### config.mk
export PLATFORM = sky130hd
export DESIGN_NAME = potbank_regs
export DESIGN_NICKNAME = d
export VERILOG_FILES = /design/src/rtl/potbank_regs.sv
export SDC_FILE = /design/constraint.sdc
export NUM_CORES = 1
export LEC_CHECK = 0
export ABC_AREA = 1
export ABC_CLOCK_PERIOD_IN_PS = 2100
export CAP_MARGIN = 5
export CORE_MARGIN = 4
export CORE_UTILIZATION = 55
export DETAILED_ROUTE_END_ITERATION = 8
export PLACE_DENSITY_LB_ADDON = 0.15
export RECOVER_POWER = 50
export SKIP_CTS_REPAIR_TIMING = 1
export SYNTH_ARGS = -nofsm -noshare
export SYNTH_HDL_FRONTEND = slang
export SYNTH_SLANG_ARGS = --single-unit
### constraint.sdc
create_clock -name clk -period 2.1 [get_ports clk]
set_clock_uncertainty 0.1 [all_clocks]
set_input_delay 0.42 -clock clk [delete_from_list [all_inputs] [get_ports clk]]
set_output_delay 0.42 -clock clk [all_outputs]
set_load 0.05 [all_outputs]
### src/rtl/potbank_regs.sv
module potbank_regs #(
  parameter int NCH      = 4,
  parameter int WW       = 7,
  parameter int NGP      = 3,
  parameter int NV_TICKS = 2500000,
  parameter logic [WW-1:0] MID = 7'h40
) (
  input  logic              clk,
  input  logic              rst_n,
  input  logic              wr_en,
  input  logic              rd_en,
  input  logic [3:0]        addr,
  input  logic [7:0]        wdata,
  input  logic              bus_stop,
  output logic [7:0]        rdata,
  output logic [NCH*WW-1:0] wiper_o,
  output logic              run_en
);
  localparam int CW  = $clog2(NV_TICKS + 1);
  localparam int CHW = $clog2(NCH);
  localparam int GIW = $clog2(NGP);
  localparam logic [3:0] A_GP  = 4'(NCH);
  localparam logic [3:0] A_RSV = 4'(NCH + NGP);
  localparam logic [3:0] A_CTL = 4'(NCH + NGP + 1);

  logic [WW-1:0] wr_q [NCH];
  logic [WW-1:0] iv_q [NCH];
  logic [7:0]    gp_q [NGP];
  logic          vol_q, run_q, wip_q, pend_q;
  logic [CW-1:0] cnt_q;
  logic [7:0]    rdata_q, rd_val;

  wire is_ch  = addr < A_GP;
  wire is_gp  = (addr >= A_GP) && (addr < A_RSV);
  wire is_ctl = addr == A_CTL;
  wire [CHW-1:0] chi  = addr[CHW-1:0];
  wire [GIW-1:0] gidx = GIW'(addr - A_GP);
  wire wr_ok  = wr_en && !wip_q;
  wire nv_hit = wr_ok && !pend_q && ((is_ch && !vol_q) || is_gp);

  always_ff @(posedge clk) begin
    if (!rst_n) begin
      for (int i = 0; i < NCH; i++) begin
        wr_q[i] <= MID;
        iv_q[i] <= MID;
      end
      for (int i = 0; i < NGP; i++) gp_q[i] <= '0;
      vol_q  <= 1'b0;
      run_q  <= 1'b1;
      wip_q  <= 1'b0;
      pend_q <= 1'b0;
      cnt_q  <= '0;
    end else begin
      if (wr_ok && is_ch && vol_q) wr_q[chi] <= wdata[WW-1:0];
      if (nv_hit && is_ch) begin
        iv_q[chi] <= wdata[WW-1:0];
        wr_q[chi] <= wdata[WW-1:0];
      end
      if (nv_hit && is_gp) gp_q[gidx] <= wdata;
      if (wr_ok && is_ctl) begin
        vol_q <= wdata[7];
        run_q <= wdata[6];
      end
      if (nv_hit) begin
        pend_q <= 1'b1;
      end else if (bus_stop && pend_q) begin
        pend_q <= 1'b0;
        wip_q  <= 1'b1;
        cnt_q  <= CW'(NV_TICKS - 1);
      end else if (wip_q) begin
        if (cnt_q == '0) wip_q <= 1'b0;
        else cnt_q <= cnt_q - 1'b1;
      end
    end
  end

  always_comb begin
    rd_val = 8'h00;
    if (is_ch) rd_val = 8'(vol_q ? wr_q[chi] : iv_q[chi]);
    else if (is_gp) rd_val = gp_q[gidx];
    else if (is_ctl) rd_val = {vol_q, run_q, wip_q, 5'b0};
  end

  always_ff @(posedge clk) begin
    if (!rst_n) rdata_q <= 8'h00;
    else if (rd_en) rdata_q <= rd_val;
  end

  assign rdata  = rdata_q;
  assign run_en = run_q;

  for (genvar g = 0; g < NCH; g++) begin : g_wip
    assign wiper_o[g*WW +: WW] = wr_q[g];
  end

  a_r3_copy_both: assert property (@(posedge clk) disable iff (!rst_n)
    (wr_en && is_ch && !vol_q && !wip_q && !pend_q) |=>
      (iv_q[$past(chi)] == $past(wdata[WW-1:0])) && (wr_q[$past(chi)] == $past(wdata[WW-1:0])));
  a_r6_busy_hold: assert property (@(posedge clk) disable iff (!rst_n)
    (wip_q && cnt_q != '0) |=> wip_q);
  a_r6_busy_start: assert property (@(posedge clk) disable iff (!rst_n)
    $rose(wip_q) |-> $past(bus_stop));
  a_r7_lockout: assert property (@(posedge clk) disable iff (!rst_n)
    (wip_q && wr_en) |=> ($stable(wiper_o) && $stable(run_en)));
  a_r8_pend_held: assert property (@(posedge clk) disable iff (!rst_n)
    pend_q |=> (pend_q || wip_q));
  a_r9_rsv_zero: assert property (@(posedge clk) disable iff (!rst_n)
    (rd_en && addr == A_RSV) |=> rdata == 8'h00);
endmodule

==> impl_results.md, run 1 <==
- First drt pass iteration count: 5
- Clk root buf: clkbuf_8
- First-pass GRT wire length: 23500 µm
- Leak: 0.00343 µW
- CP peak stage delay: roughly 0.58 ns
- Multi-input gate area: 2160 µm²
- Final min period: slightly below 2 ns
- Worst R2R Path Depth: 8
- Yosys top cell by area: edfxtp_1
- NumNets Final: between 700 and 800
- Crit. End Element: flop
- Fillers: 768
- Crit-path most repeated cell: nand2_1
- Area grow syn2layout: 26.7%
- Diodes inserted: 0
- CTS max path bufs: 2
- Max Clk Rate: roughly 510 MHz
- Register area share after synthesis: 55.1%
- Reg-to-Reg Start: wip_q$_SDFFE_PN0P_
- CP cell instances: dlygate4sd3_1 -> inv_2 -> nand2_1 -> nor2_4 -> nand2_1 -> a21oi_4 -> clkbuf_1 -> nand2_1 -> nor2_2
- Worst slew margin: approximately three fifths
- Initial Util: approximately 56%
- Clock Sink Count: 118
- Clock Pin Slew Worst Setup and Hold Paths: ~0.06 ns
- Cell Pwr Density: between 1000 and 1500 nW/µm²
- DR iter-0 viols: roughly 450
- Register area: ~3200 µm²
- Ranking of synthesized cells by area: edfxtp_1 (43%), dfxtp_1 (12%), nand2_1 (11%)
- Period Utilization, post-route: 92.7%
- Worst setup margin: 0.153 ns
- Sw Share: between 30% and 40%
- Worst Path Arrival: between 2 and 2.5 ns
- Setup_tns: 0 ns
- Top cell type's share of synthesized area: 43.4%
- Vias in the first global route: 4722
- GPL Wtd Cong: roughly 0.86
- Worst hold slack: between 0.3 and 0.4 ns
- Post-DR wirelength/cell: around 17 µm
- Clk Latency, worst-skew pair: between 0.5 and 0.6 ns
- RSZ-0062 raised after global routing: false
- Peak supply drop: 0.698 mV
- TritonCTS buffer count: 17
- Chip Height: between 100 and 150 µm
- I/O Buffers: between 50 and 60
- Initial antenna violation count: 0
- Dpl ws: -0.241 ns
- Cells after Synth: 638
- Core area: 10300 µm²
- Vias/cell: around 5.5
- Cell Int Power: a little over 5000 µW
- Max_cap viols: 0
- Slew @ Worst Pin: between 0.6 and 0.7 ns
- Commonest non-fill, non-tap cell in the layout: nand2_1
- End of the worst register-to-register path: wr_q[1][5]$_SDFFCE_PN0P_
- H-tree depth: 4
- Layout cell share with drive strength beyond 1: approximately 16%
- CP startpoint kind: input pin
- All-Layer GR Usage: between 20% and 30%
- Switching pwr: 2250 µW
- Full die area: approximately 12000 µm²
- Worst Setup EP: wr_q[1][5]$_SDFFCE_PN0P_
- TritonCTS clock tree: done
- Cell area after layout: ~7400 µm²
- Vias: 4910
- ANT nets after route: 0
- Combinational share of power: a little under a quarter
- Status: finished, final reports clean
- Clock power share: between 30% and 40%
- Area after DPL: around 7000 µm²
- Final HPWL DP: 10600 µm
- Max-slew violation count: 0
- Most frequent cells in the layout: nand2_1 (169), nor2_1 (100), edfxtp_1 (84)
- Synthesized area: just under 6000 µm²
- Die X-Extent: 111 µm
- Register bit total from synthesis: 118
- Crit path required time: between 2 and 2.5 ns
- Row cnt: 37
- Final WL: between 10000 and 15000 µm
- Io pins: 54
- Reg power frac: 37.0%
- Crit. Startpoint: addr[2]
- Final hold violation count: 0
- Largest net degree at the start of global routing: 25
- # DRC: 0
- Slowest-stage cell, CP: dlygate4sd3_1
- Synth cell types: 40
- Syn Area/Cell: between 9 and 10 µm²
- Setup Crit Path Kind: in2reg
- Final setup viols: 0
- Grt total ovfl: 0
- Critical Path Fanout Max: 6
- Reg-to-reg slack, setup: roughly 0.20 ns
- Util after Layout: 71.3%
- HP Class: reg2reg
- Synth warn: 0
critical path, delay by kind of cell:
family / cells / cell delay, ns
AOI/OAI and AO/OA: 1 / 0.25
buffers and inverters: 3 / 0.93
and+or+nand+nor: 5 / 0.65
sequential cells by signal, summed over array words and instances, names as in the netlist:
| signal | cells |
|---|---|
| gp_q | 28 |
| iv_q | 28 |
| wr_q | 28 |
| cnt_q | 22 |
| rdata | 8 |
| pend_q | 1 |
| run_en | 1 |
| vol_q | 1 |
| wip_q | 1 |
cell type report:
class / count / area share (%)
inverter: 48 / 2.46
sequential: 118 / 43.5
tap: 136 / 2.31
clock inverter: 15 / 2.53
timing repair buffer: 112 / 14.3
multi-input combinational: 449 / 29.3
clock buffer: 17 / 5.62
cells in the mapped netlist:
cell type and number:
a21oi_1 24, a21oi_2 4, a21oi_4 1, a22o_1 2, a22oi_1 35, buf_1 1
buf_2 8, buf_4 1, buf_6 8, clkbuf_1 8, clkinv_1 1, clkinv_2 1
conb_1 1, dfxtp_1 34, edfxtp_1 84, ha_1 1, inv_1 40, inv_2 6
nand2_1 167, nand2_2 8, nand2_4 3, nand3_1 27, nand3_2 1, nand3b_1 2
nand4_1 4, nand4_4 1, nor2_1 97, nor2_2 10, nor2_4 7, nor3_1 4
nor3_2 15, nor3_4 1, nor3b_1 1, o211ai_1 1, o21ai_0 20, o22ai_1 1
or2_0 1, or2_2 3, xnor2_1 1, xor2_1 3
through the flow:
| step | cells | total power (µW) |
|---|---|---|
| final | 895 | 7410 |
| after global routing | 895 | 7740 |
| after CTS | 895 | 7420 |
| after detailed placement | 863 | 4470 |
| after global placement | 863 | 4420 |
| after floorplan | 641 | 4040 |
routing by layer:
layer	GRT usage, %	up-vias	wire, µm
met5	0	-	0
met4	8.05	0	269
met3	6.33	22	996
met2	42.2	183	7540
met1	30.2	2342	6110
li1	-	2363	-
worst min-delay path by stage:
stage                                from                     to  cells after the start
floorplan           cnt_q[0]$_SDFFE_PN0P_  cnt_q[0]$_SDFFE_PN0P_                      2
global placement    cnt_q[0]$_SDFFE_PN0P_  cnt_q[0]$_SDFFE_PN0P_                      2
detailed placement  cnt_q[0]$_SDFFE_PN0P_  cnt_q[0]$_SDFFE_PN0P_                      2
CTS                 cnt_q[0]$_SDFFE_PN0P_  cnt_q[0]$_SDFFE_PN0P_                      2
global route        cnt_q[0]$_SDFFE_PN0P_  cnt_q[0]$_SDFFE_PN0P_                      2
finish              cnt_q[0]$_SDFFE_PN0P_  cnt_q[0]$_SDFFE_PN0P_                      2
power by group through the flow:
stage          clock (µW)  combinational [µW]  sequential [µW]
6_report             2930                1740             2740
5_1_grt              3080                1910             2750
4_1_cts              2940                1740             2740
3_5_place_dp            0                1690             2780
3_3_place_gp            0                1640             2780
2_1_floorplan           0                1180             2860
cells by family (layout without fill, tap and decap cells):
group	after synthesis	count (layout)	share of synthesized area, %
AOI/OAI and AO/OA	88	88	9.73
adders and majority gates	1	1	0.215
buffers and inverters	74	192	6.07
xor gates and xnor gates	4	4	0.603
DFF	118	118	55.1
and+or+nand+nor	352	352	28.2
other	1	4	0.0645
Power figures use the tool's default switching activity.
==> run 2: changes to the inputs <==
--- a/config.mk
+++ b/config.mk
@@ -6,10 +6,10 @@
 export NUM_CORES = 1
 export LEC_CHECK = 0
 export ABC_AREA = 1
-export ABC_CLOCK_PERIOD_IN_PS = 2100
+export ABC_CLOCK_PERIOD_IN_PS = 2110
 export CAP_MARGIN = 5
 export CORE_MARGIN = 4
-export CORE_UTILIZATION = 55
+export CORE_UTILIZATION = 35
 export DETAILED_ROUTE_END_ITERATION = 8
 export PLACE_DENSITY_LB_ADDON = 0.15
 export RECOVER_POWER = 50
==> constraint.sdc (replaced) <==
create_clock -name clk -period 2.11 [get_ports clk]
set_clock_uncertainty 0.1 [all_clocks]
set_input_delay 0.422 -clock clk [delete_from_list [all_inputs] [get_ports clk]]
set_output_delay 0.422 -clock clk [all_outputs]
set_load 0.05 [all_outputs]
==> run 2 against run 1 <==
  * Register-to-register slack barely moved
  * Largest power group is now sequential cells
  * Final area fell by 1.6%
  * Routed wire length rose by 8.7%
  * Via count fell by 2.2%
  * Global-route usage fell by 6.3 points
  * Power fell by 3.9%
  * Sequential cell count did not move
  * Utilization fell by 26 points
  * Clock power fell by 9.6%
==> impl_results.md, run 2 (synthesis results as in run 1) <==
- CP startpoint kind: flop (was input pin)
- Commonest non-fill, non-tap cell in the layout: nand2_1 (unchanged)
- Critical Path Fanout Max: 2 (was 6)
- Diodes inserted: 0 (unchanged)
- Die X-Extent: 137 µm (was 111 µm)
- Initial Util: 36.2% (was 56.3%)
- TritonCTS clock tree: done (unchanged)
- Worst slew margin: 57.7% (was 58.8%)
- Slew @ Worst Pin: 0.637 ns (was 0.620 ns)
- Slowest-stage cell, CP: clkdlybuf4s50_1 (was dlygate4sd3_1)
- Dpl ws: -0.347 ns (was -0.241 ns)
- Final hold violation count: 0 (unchanged)
- Setup Crit Path Kind: reg2out (was in2reg)
- Period Utilization, post-route: 98.1%
- H-tree depth: 4 (unchanged)
- I/O Buffers: 53 (unchanged)
- Worst setup margin: 0.0404 ns (was 0.153 ns)
- All-Layer GR Usage: 18.2% (was 24.6%)
- Area after DPL: 7010 µm² (was 6830 µm²)
- Crit path required time: 1.59 ns (was 2.39 ns)
- CP peak stage delay: 0.80 ns (was 0.58 ns)
- Layout cell share with drive strength beyond 1: 17.4% (was 16.1%)
- Max-slew violation count: 0 (unchanged)
- Largest net degree at the start of global routing: 24 (was 25)
- # DRC: 0 (unchanged)
- Cell Pwr Density: 982 nW/µm² (was 1010 nW/µm²)
- CTS max path bufs: 2 (unchanged)
- Initial antenna violation count: 0 (unchanged)
- Crit. End Element: primary output (was flop)
- Vias: 4803 (was 4910)
- Vias in the first global route: 4668 (was 4722)
- Chip Height: 137 µm (was 111 µm)
- Most frequent cells in the layout: nand2_1 (167), nor2_1 (102), edfxtp_1 (84) (was nand2_1 (169), nor2_1 (100), edfxtp_1 (84))
- Final min period: a little over 2 ns
- ANT nets after route: 0 (unchanged)
- Leak: 0.00298 µW (was 0.00343 µW)
- Peak supply drop: 0.562 mV (was 0.698 mV)
- Clock Pin Slew Worst Setup and Hold Paths: 0.06 ns (about the same)
- Status: finished, final reports clean (unchanged)
- TritonCTS buffer count: 17 (unchanged)
- RSZ-0062 raised after global routing: false (unchanged)
- Setup_tns: 0 ns (unchanged)
- Util after Layout: 45.1% (was 71.3%)
- Clk root buf: clkbuf_16 (was clkbuf_8)
- First-pass GRT wire length: 25700 µm (was 23500 µm)
- Row cnt: 46 (was 37)
- Cell area after layout: 7250 µm² (was 7370 µm²)
- Regs by FF count: gp_q (28), iv_q (28), wr_q (28) (unchanged)
- Final WL: 16200 µm (was 14900 µm)
- Max_cap viols: 0 (unchanged)
- Area grow syn2layout: 24.7% (was 26.7%)
- Core area: 16100 µm² (was 10300 µm²)
- GPL Wtd Cong: 0.842 (was 0.860)
- Full die area: 18700 µm² (was 12300 µm²)
- HP Class: reg2reg (unchanged)
- DR iter-0 viols: 362 (was 454)
- Vias/cell: 4.91 (was 5.49)
- Top delay family on crit path: buffers and inverters (unchanged)
- Final HPWL DP: 12100 µm (was 10600 µm)
- Clock Sink Count: 118 (unchanged)
- CP cell instances: clkdlybuf4s50_1 (was dlygate4sd3_1 -> inv_2 -> nand2_1 -> nor2_4 -> nand2_1 -> a21oi_4 -> clkbuf_1 -> nand2_1 -> nor2_2)
- Clk Latency, worst-skew pair: 0.41 ns (was 0.53 ns)
- Grt total ovfl: 0 (unchanged)
- Io pins: 54 (unchanged)
- Buf+Inv Stages, Crit Path: 1 (was 3)
- NumNets Final: 768 (was 764)
- Post-DR wirelength/cell: 16.6 µm (was 16.7 µm)
- Worst Path Arrival: 1.55 ns (was 2.24 ns)
- First drt pass iteration count: 5 (unchanged)
- Max Clk Rate: slightly below 500 MHz
- Final setup viols: 0 (unchanged)
## run 2: report_power, final
part,leakage [µW],internal [µW],switching [µW]
registers,0.00112,2620,109
logic,0.00160,613,1130
clock network,0.000265,1600,1050
## run 2: tightest hold or removal path, cell delays in order (launching register included)
cell and delay (ns):
dfxtp_1 0.30, nand2_1 0.06, a21oi_1 0.05
## run 2: layout make-up
cell class                 count  area, µm²
fill                        1599       8810
sequential                   118       3200
multi-input combinational    449       2190
timing repair buffer         116        857
clock buffer                  21        472
tap                          216        270
inverter                      48        181
clock inverter                11       73.8
## run 2: final timing paths
kind | from | end | slack (ns) | cells after the start
hold reg to reg | cnt_q[0]$_SDFFE_PN0P_ | cnt_q[0]$_SDFFE_PN0P_ | 0.36 | 2
setup reg to reg | cnt_q[0]$_SDFFE_PN0P_ | cnt_q[17]$_SDFFE_PN0P_ | 0.20 | 10
hold / removal | cnt_q[0]$_SDFFE_PN0P_ | cnt_q[0]$_SDFFE_PN0P_ | 0.36 | 2
setup / recovery | rdata[0]$_SDFFE_PN0P_ | rdata[0] | 0.04 | 1
## run 2: metrics by stage
step,std cells,hold WS (ns),power [µW]
CTS,979,0.367,7180
global placement,947,0.353,4500
detailed placement,947,0.359,4530
floorplan,641,0.339,4020
finish,979,0.363,7120
global route,979,0.409,7500
## run 2: routing by layer
metal	track usage [%]	vias up	routed length, µm
met5	0	-	0
met3	4.26	11	842
met4	4.16	0	140
met1	26.7	2293	8020
li1	-	2363	-
met2	27.5	136	7200
